`config.mk`:
```
export PLATFORM = sky130hd
export DESIGN_NAME = interval_timer_chan
export DESIGN_NICKNAME = d
export VERILOG_FILES = /design/src/rtl/itc_pkg.sv /design/src/rtl/itc_config.sv /design/src/rtl/itc_byteport.sv /design/src/rtl/itc_counter.sv /design/src/rtl/interval_timer_chan.sv
export SDC_FILE = /design/constraint.sdc
export NUM_CORES = 1
export LEC_CHECK = 0
export CORE_MARGIN = 5
export CORE_UTILIZATION = 40
export DETAILED_ROUTE_END_ITERATION = 12
export DONT_BUFFER_PORTS = 1
export GPL_TIMING_DRIVEN = 1
export PLACE_DENSITY_LB_ADDON = 0.3
export SLEW_MARGIN = 15
export SYNTH_ARGS = -nofsm -noshare
export SYNTH_HDL_FRONTEND = slang
export SYNTH_SLANG_ARGS = --single-unit
```
`constraint.sdc`:
```
create_clock -name clk -period 2.8 [get_ports clk]
set_input_delay 0.28 -clock clk [delete_from_list [all_inputs] [get_ports clk]]
set_output_delay 0.28 -clock clk [all_outputs]
set_load 0.01 [all_outputs]
```
`src/rtl/itc_pkg.sv`:
```
package itc_pkg;

    typedef enum logic [1:0] {
        TMR_ONESHOT = 2'd0,
        TMR_RATE    = 2'd1,
        TMR_SQUARE  = 2'd2
    } tmr_mode_e;

    localparam logic [2:0] SEL_ONESHOT = 3'b000;
    localparam logic [2:0] SEL_RATE    = 3'b010;
    localparam logic [2:0] SEL_SQUARE  = 3'b011;
    localparam logic [1:0] ACC_PAIR    = 2'b11;

    typedef struct packed {
        logic      ok;
        tmr_mode_e mode;
    } mode_dec_t;

    function automatic mode_dec_t decode_req(input logic [2:0] sel,
                                             input logic [1:0] acc,
                                             input logic       bcd);
        mode_dec_t r;
        r.ok   = (acc == ACC_PAIR) && !bcd;
        r.mode = TMR_ONESHOT;
        case (sel)
            SEL_ONESHOT: r.mode = TMR_ONESHOT;
            SEL_RATE:    r.mode = TMR_RATE;
            SEL_SQUARE:  r.mode = TMR_SQUARE;
            default:     r.ok   = 1'b0;
        endcase
        return r;
    endfunction

endpackage

```
`src/rtl/itc_config.sv`:
```
module itc_config
    import itc_pkg::*;
(
    input  logic         clk,
    input  logic         rst_n,
    input  logic         cfg_we,
    input  logic [2:0]   cfg_mode,
    input  logic [1:0]   cfg_access,
    input  logic         cfg_bcd,
    output tmr_mode_e    mode_o,
    output logic         err_o,
    output logic         cfg_ok_o
);

    typedef struct packed {
        tmr_mode_e mode;
        logic      err;
    } cfg_st_t;

    cfg_st_t   st_d, st_q;
    mode_dec_t dec;

    always_comb begin
        st_d     = st_q;
        cfg_ok_o = 1'b0;
        dec      = decode_req(cfg_mode, cfg_access, cfg_bcd);
        if (cfg_we) begin
            if (dec.ok) begin
                st_d.mode = dec.mode;
                cfg_ok_o  = 1'b1;
            end else begin
                st_d.err  = 1'b1;
            end
        end
    end

    always_ff @(posedge clk or negedge rst_n) begin
        if (!rst_n) begin
            st_q.mode <= TMR_ONESHOT;
            st_q.err  <= 1'b0;
        end else begin
            st_q <= st_d;
        end
    end

    assign mode_o = st_q.mode;
    assign err_o  = st_q.err;

endmodule

```
`src/rtl/itc_byteport.sv`:
```
module itc_byteport #(
    parameter int BYTE_W = 8
) (
    input  logic                clk,
    input  logic                rst_n,
    input  logic                cfg_ok,
    input  logic                latch_req,
    input  logic                wr_en,
    input  logic [BYTE_W-1:0]   wr_data,
    input  logic                rd_en,
    input  logic [2*BYTE_W-1:0] live_cnt,
    output logic [BYTE_W-1:0]   rd_data_o,
    output logic                halt_o,
    output logic                load_o,
    output logic [2*BYTE_W-1:0] load_val_o,
    output logic                wr_hi_o,
    output logic                pend_o,
    output logic [2*BYTE_W-1:0] hold_o
);

    localparam int CNT_W = 2 * BYTE_W;

    typedef struct packed {
        logic              wr_hi;
        logic              rd_hi;
        logic              pend;
        logic [CNT_W-1:0]  hold;
        logic [BYTE_W-1:0] lo_stage;
        logic [BYTE_W-1:0] rd_data;
    } port_st_t;

    port_st_t         st_d, st_q;
    logic [CNT_W-1:0] rd_src;

    always_comb begin
        st_d       = st_q;
        halt_o     = 1'b0;
        load_o     = 1'b0;
        load_val_o = {wr_data, st_q.lo_stage};
        rd_src     = st_q.pend ? st_q.hold : live_cnt;
        if (cfg_ok) begin
            st_d.wr_hi = 1'b0;
            st_d.rd_hi = 1'b0;
            st_d.pend  = 1'b0;
        end else if (latch_req) begin
            if (!st_q.pend) begin
                st_d.pend  = 1'b1;
                st_d.hold  = live_cnt;
                st_d.rd_hi = 1'b0;
            end
        end else if (wr_en) begin
            if (!st_q.wr_hi) begin
                st_d.lo_stage = wr_data;
                st_d.wr_hi    = 1'b1;
                halt_o        = 1'b1;
            end else begin
                st_d.wr_hi    = 1'b0;
                load_o        = 1'b1;
            end
        end else if (rd_en) begin
            if (st_q.rd_hi) begin
                st_d.rd_data = rd_src[CNT_W-1:BYTE_W];
                st_d.pend    = 1'b0;
            end else begin
                st_d.rd_data = rd_src[BYTE_W-1:0];
            end
            st_d.rd_hi = !st_q.rd_hi;
        end
    end

    always_ff @(posedge clk or negedge rst_n) begin
        if (!rst_n) begin
            st_q <= '0;
        end else begin
            st_q <= st_d;
        end
    end

    assign rd_data_o = st_q.rd_data;
    assign wr_hi_o   = st_q.wr_hi;
    assign pend_o    = st_q.pend;
    assign hold_o    = st_q.hold;

endmodule

```
`src/rtl/itc_counter.sv`:
```
module itc_counter
    import itc_pkg::*;
#(
    parameter int CNT_W = 16
) (
    input  logic             clk,
    input  logic             rst_n,
    input  logic             tick_en,
    input  tmr_mode_e        mode,
    input  logic             halt,
    input  logic             load,
    input  logic [CNT_W-1:0] load_val,
    output logic [CNT_W-1:0] live_o,
    output logic             out_o
);

    localparam logic [CNT_W-1:0] ONE = CNT_W'(1);

    typedef struct packed {
        logic [CNT_W-1:0] cnt;
        logic [CNT_W-1:0] period;
        logic             run;
        logic             out;
    } ctr_st_t;

    ctr_st_t          st_d, st_q;
    logic             armed;
    logic [CNT_W-1:0] per;

    always_comb begin
        st_d  = st_q;
        armed = 1'b0;
        per   = load_val;
        if (load) begin
            if (mode == TMR_ONESHOT) begin
                armed = (load_val != '0);
                per   = load_val;
            end else begin
                armed = (load_val > ONE);
                per   = load_val - ONE;
            end
            st_d.period = armed ? per : '0;
            st_d.cnt    = armed ? per : '0;
            st_d.run    = armed;
            st_d.out    = 1'b0;
        end else if (halt) begin
            st_d.run = 1'b0;
            st_d.out = 1'b0;
        end else begin
            if (mode == TMR_RATE) begin
                st_d.out = 1'b0;
            end
            if (tick_en && st_q.run) begin
                if (st_q.cnt == ONE) begin
                    case (mode)
                        TMR_ONESHOT: begin
                            st_d.out = 1'b1;
                            st_d.run = 1'b0;
                            st_d.cnt = '0;
                        end
                        TMR_RATE: begin
                            st_d.out = 1'b1;
                            st_d.cnt = st_q.period;
                        end
                        default: begin
                            st_d.out = !st_q.out;
                            st_d.cnt = st_q.period;
                        end
                    endcase
                end else begin
                    st_d.cnt = st_q.cnt - ONE;
                end
            end
        end
    end

    always_ff @(posedge clk or negedge rst_n) begin
        if (!rst_n) begin
            st_q <= '0;
        end else begin
            st_q <= st_d;
        end
    end

    assign live_o = st_q.cnt;
    assign out_o  = st_q.out;

endmodule

```
`src/rtl/interval_timer_chan.sv`:
```
module interval_timer_chan
    import itc_pkg::*;
#(
    parameter int BYTE_W = 8
) (
    input  logic              clk,
    input  logic              rst_n,
    input  logic              tick_en,
    input  logic              cfg_we,
    input  logic [2:0]        cfg_mode,
    input  logic [1:0]        cfg_access,
    input  logic              cfg_bcd,
    input  logic              latch_req,
    input  logic              wr_en,
    input  logic [BYTE_W-1:0] wr_data,
    input  logic              rd_en,
    output logic [BYTE_W-1:0] rd_data,
    output logic              timer_out,
    output logic              cfg_err
);

    localparam int CNT_W = 2 * BYTE_W;

    tmr_mode_e        mode_w;
    logic             cfg_ok_w;
    logic             halt_w;
    logic             load_w;
    logic [CNT_W-1:0] load_val_w;
    logic [CNT_W-1:0] live_w;
    logic             wr_hi_w;
    logic             pend_w;
    logic [CNT_W-1:0] hold_w;

    itc_config u_cfg (
        .clk        (clk),
        .rst_n      (rst_n),
        .cfg_we     (cfg_we),
        .cfg_mode   (cfg_mode),
        .cfg_access (cfg_access),
        .cfg_bcd    (cfg_bcd),
        .mode_o     (mode_w),
        .err_o      (cfg_err),
        .cfg_ok_o   (cfg_ok_w)
    );

    itc_byteport #(.BYTE_W(BYTE_W)) u_port (
        .clk        (clk),
        .rst_n      (rst_n),
        .cfg_ok     (cfg_ok_w),
        .latch_req  (latch_req),
        .wr_en      (wr_en),
        .wr_data    (wr_data),
        .rd_en      (rd_en),
        .live_cnt   (live_w),
        .rd_data_o  (rd_data),
        .halt_o     (halt_w),
        .load_o     (load_w),
        .load_val_o (load_val_w),
        .wr_hi_o    (wr_hi_w),
        .pend_o     (pend_w),
        .hold_o     (hold_w)
    );

    itc_counter #(.CNT_W(CNT_W)) u_ctr (
        .clk      (clk),
        .rst_n    (rst_n),
        .tick_en  (tick_en),
        .mode     (mode_w),
        .halt     (halt_w),
        .load     (load_w),
        .load_val (load_val_w),
        .live_o   (live_w),
        .out_o    (timer_out)
    );

endmodule

```
==> flow_summary.yaml <==
setup_path:
  cp_data_required_time_ns: 3.04
  path_max_fanout: 7
  cp_data_arrival_time_ns: 2.87
  worst_path_max_delay_cell: "or4_4"
  cp_top_family: "simple AND/OR/NAND/NOR gates"
  cp_slowest_stage_delay_ns: 0.45
  endpoint_kind: "flip-flop"
  critPathBufInv: 1
  path_cells: "inv_1 > ha_1 > or3b_4 > or4_4 > or4_4 > mux2i_1 > a21oi_1 > a211o_1"
  crit_path_start_kind: "flip-flop"
  criticalPathCategory: "reg -> reg"
  crit_top_cell: "or4_4"
place:
  dp_hpwl_um: 6810
  gp_congestion: 0.877
  io_buffers: 0
pwr:
  peakVddDrop_mv: 0.390
  p_leak_nw: 1.78
  fin_total_pwr_mw: 4.27
  pwr_density_cell_nw_per_um2: 973
floorplanning:
  core-area_sq_um: 9730
  pin_count: 31
  fp.dieW_um: 110
  start_util: 0.409
  die_h_um: 110
  rows: 36
  dieArea_sq_um: 12100
logic_synthesis:
  yosys.cell_types.count: 62
  ys_async_sr_fraction: 1.00
  syn-mean-instance-area_sq_um: 10.6
  synth_warnings: 0
  synth-edff-count: 0
  ys_ff_latch: 72
  synth_ff_type: "dfrtp_1"
  syn_area_sq_um: 3980
  synth_cells: 374
  synth_nets: 399
  seq_area_frac_synth: 0.452
worst_hold_path:
  hp-class: "in -> reg"
timing:
  finalHoldViolations: 0
  tightest_slew_ns: 0.792
  fin_crit_ns: 2.63
  slew_headroom: 0.472
  setup_violations: 0
  period_share: 0.939
  fin_skew_ns: 0.0103
  rsz0062_at_grt: "false"
  final_max_slew_viol_count: 0
  fin_tns_setup_ns: 0
  fmax_ghz: 0.380
status:
  status: "finished, final reports clean"
clock_tree:
  numCtsBuffers: 9
  cts_htree_levels: 3
  ctsRootBufferMaster: "clkbuf_8"
  clock_latency_ns: 0.36
  cts_resized: 0
  cts_hold_buf: 3
  cts.sinks: 72
  cts_tree: "done"
  clk_pin_slew_worst_paths_ns: 0.08
  clockBufferDepth: 2
  post_cts_buffers: 0
cells_and_area:
  nets: 403
  synthToLayoutAreaGrowth_pct: 10.1
  layout-drive-gt1-share: 0.211
  diodes: 0
global_route:
  grt_pass1_wl_um: 15500
  track_usage: 0.168
  grt_max_degree: 73
  first_global_vias: 3006
  grt_antenna_before_repair: 0
  grt.overflow.total: 0
drt:
  routed-via-count: 2951
  viasPerCell: 5.72
  drtIter0Drc: 155
  drc: 0
  first_pass_iters: 4
  ant_nets: 0
  drt_wl_total_um: 9340
  post_drt_wl_per_cell_um: 18.1
flow_run:
  drv_cap: 0
cell type report:
type | instances | area [sq um]
fill | 962 | 5340
tap | 133 | 166
inverter | 6 | 22.5
timing repair buffer | 17 | 153
clock buffer | 9 | 124
multi-input combinational | 272 | 2040
sequential | 72 | 1800
clock inverter | 7 | 80.1
flip-flops by register name (all words and copies together) (netlist names):
name and cells:
u_port.wr_hi_o 1, u_cfg.mode_o 2, u_ctr.st_q 17, u_cfg.err_o 1, u_port.hold_o 16, u_port.pend_o 1
u_ctr.out_o 1, u_port.load_val_o 8, u_port.rd_data_o 8, u_ctr.live_o 16, u_port.st_q 1
power by group:
part	total, mW	switching (mW)	internal, mW
Combinational	1.41	0.648	0.762
Clock	0.851	0.431	0.420
Sequential	2.01	0.505	1.50
path summary, 6_finish.rpt:
check	startpoint	to	slack (ns)	cells after the start
setup / recovery	u_ctr.live_o[0]$_DFFE_PN0P_	u_ctr.live_o[10]$_DFFE_PN0P_	0.17	8
hold reg to reg	u_ctr.st_q[10]$_DFFE_PN0P_	u_ctr.st_q[10]$_DFFE_PN0P_	0.49	2
min in group asynchronous	rst_n	u_ctr.live_o[8]$_DFFE_PN0P_	0.51	2
hold / removal	cfg_mode[2]	u_cfg.mode_o[0]$_DFFE_PN0P_	0.02	1
setup reg to reg	u_ctr.live_o[0]$_DFFE_PN0P_	u_ctr.live_o[10]$_DFFE_PN0P_	0.17	8
max in group asynchronous	rst_n	u_ctr.live_o[5]$_DFFE_PN0P_	1.99	2
layer usage:
| layer | vias to the layer above | track usage | part of all wire |
|---|---|---|---|
| li1 | 1379 | - | - |
| met1 | 1489 | 0.220 | 0.43 |
| met2 | 75 | 0.276 | 0.50 |
| met3 | 8 | 0.0323 | 0.052 |
| met4 | 0 | 0.0641 | 0.015 |
| met5 | - | 0 | 0 |
layout by cell type (no fill, tap or decap), drive strengths merged, types with 8 or more instances in the layout:
| master | Yosys | routed |
|---|---|---|
| clkbuf | 10 | 9 |
| buf | 14 | 15 |
| a21o | 8 | 8 |
| o21ai | 18 | 18 |
| mux4 | 8 | 8 |
| inv | 6 | 8 |
| dfrtp | 72 | 72 |
| nand2 | 30 | 30 |
| a21oi | 17 | 17 |
| nor2 | 33 | 33 |
| xnor2 | 16 | 16 |
| mux2 | 32 | 32 |
| nor3 | 10 | 10 |
metrics by stage:
step	setup slack, ns	hold WS [ns]	std cells	utilization	instance area [sq um]
floorplan	0.330	-0.0156	374	-	3980
global placement	0.245	-0.0136	497	0.424	4130
detailed placement	0.180	-0.0130	497	0.424	4130
CTS	0.164	0.00413	516	0.450	4380
global route	0.0645	0.0229	516	0.451	4390
finish	0.170	0.0192	516	0.451	4390
synthesized netlist by cell type, types with 3 or more instances:
cell | n | area, sq um
a211o_1 | 4 | 35.0
a211oi_1 | 4 | 30.0
a21o_1 | 8 | 60.1
a21oi_1 | 17 | 85.1
a311oi_1 | 3 | 26.3
a31oi_1 | 4 | 25.0
buf_2 | 3 | 15.0
buf_4 | 8 | 60.1
clkbuf_1 | 10 | 37.5
dfrtp_1 | 72 | 1800
ha_1 | 4 | 50.1
inv_1 | 6 | 22.5
mux2_2 | 32 | 360
mux4_2 | 8 | 180
nand2_1 | 30 | 113
nand2b_1 | 4 | 25.0
nand3_1 | 6 | 30.0
nor2_1 | 33 | 124
nor2b_1 | 6 | 37.5
nor3_1 | 10 | 50.1
nor4_1 | 4 | 25.0
o21ai_0 | 18 | 90.1
o31ai_1 | 4 | 30.0
or3_1 | 5 | 31.3
or4_1 | 3 | 22.5
xnor2_1 | 16 | 140
xor2_1 | 6 | 52.6
cells by family after synthesis:
family / count (synthesis) / synth area share
xor gates and xnor gates: 22 / 0.0484
and+or+nand+nor: 120 / 0.158
muxes: 42 / 0.141
adders and majority gates: 4 / 0.0126
buffers and inverters: 30 / 0.0386
DFF: 72 / 0.452
AOI/OAI and AO/OA: 84 / 0.149
Power figures use the tool's default switching activity.
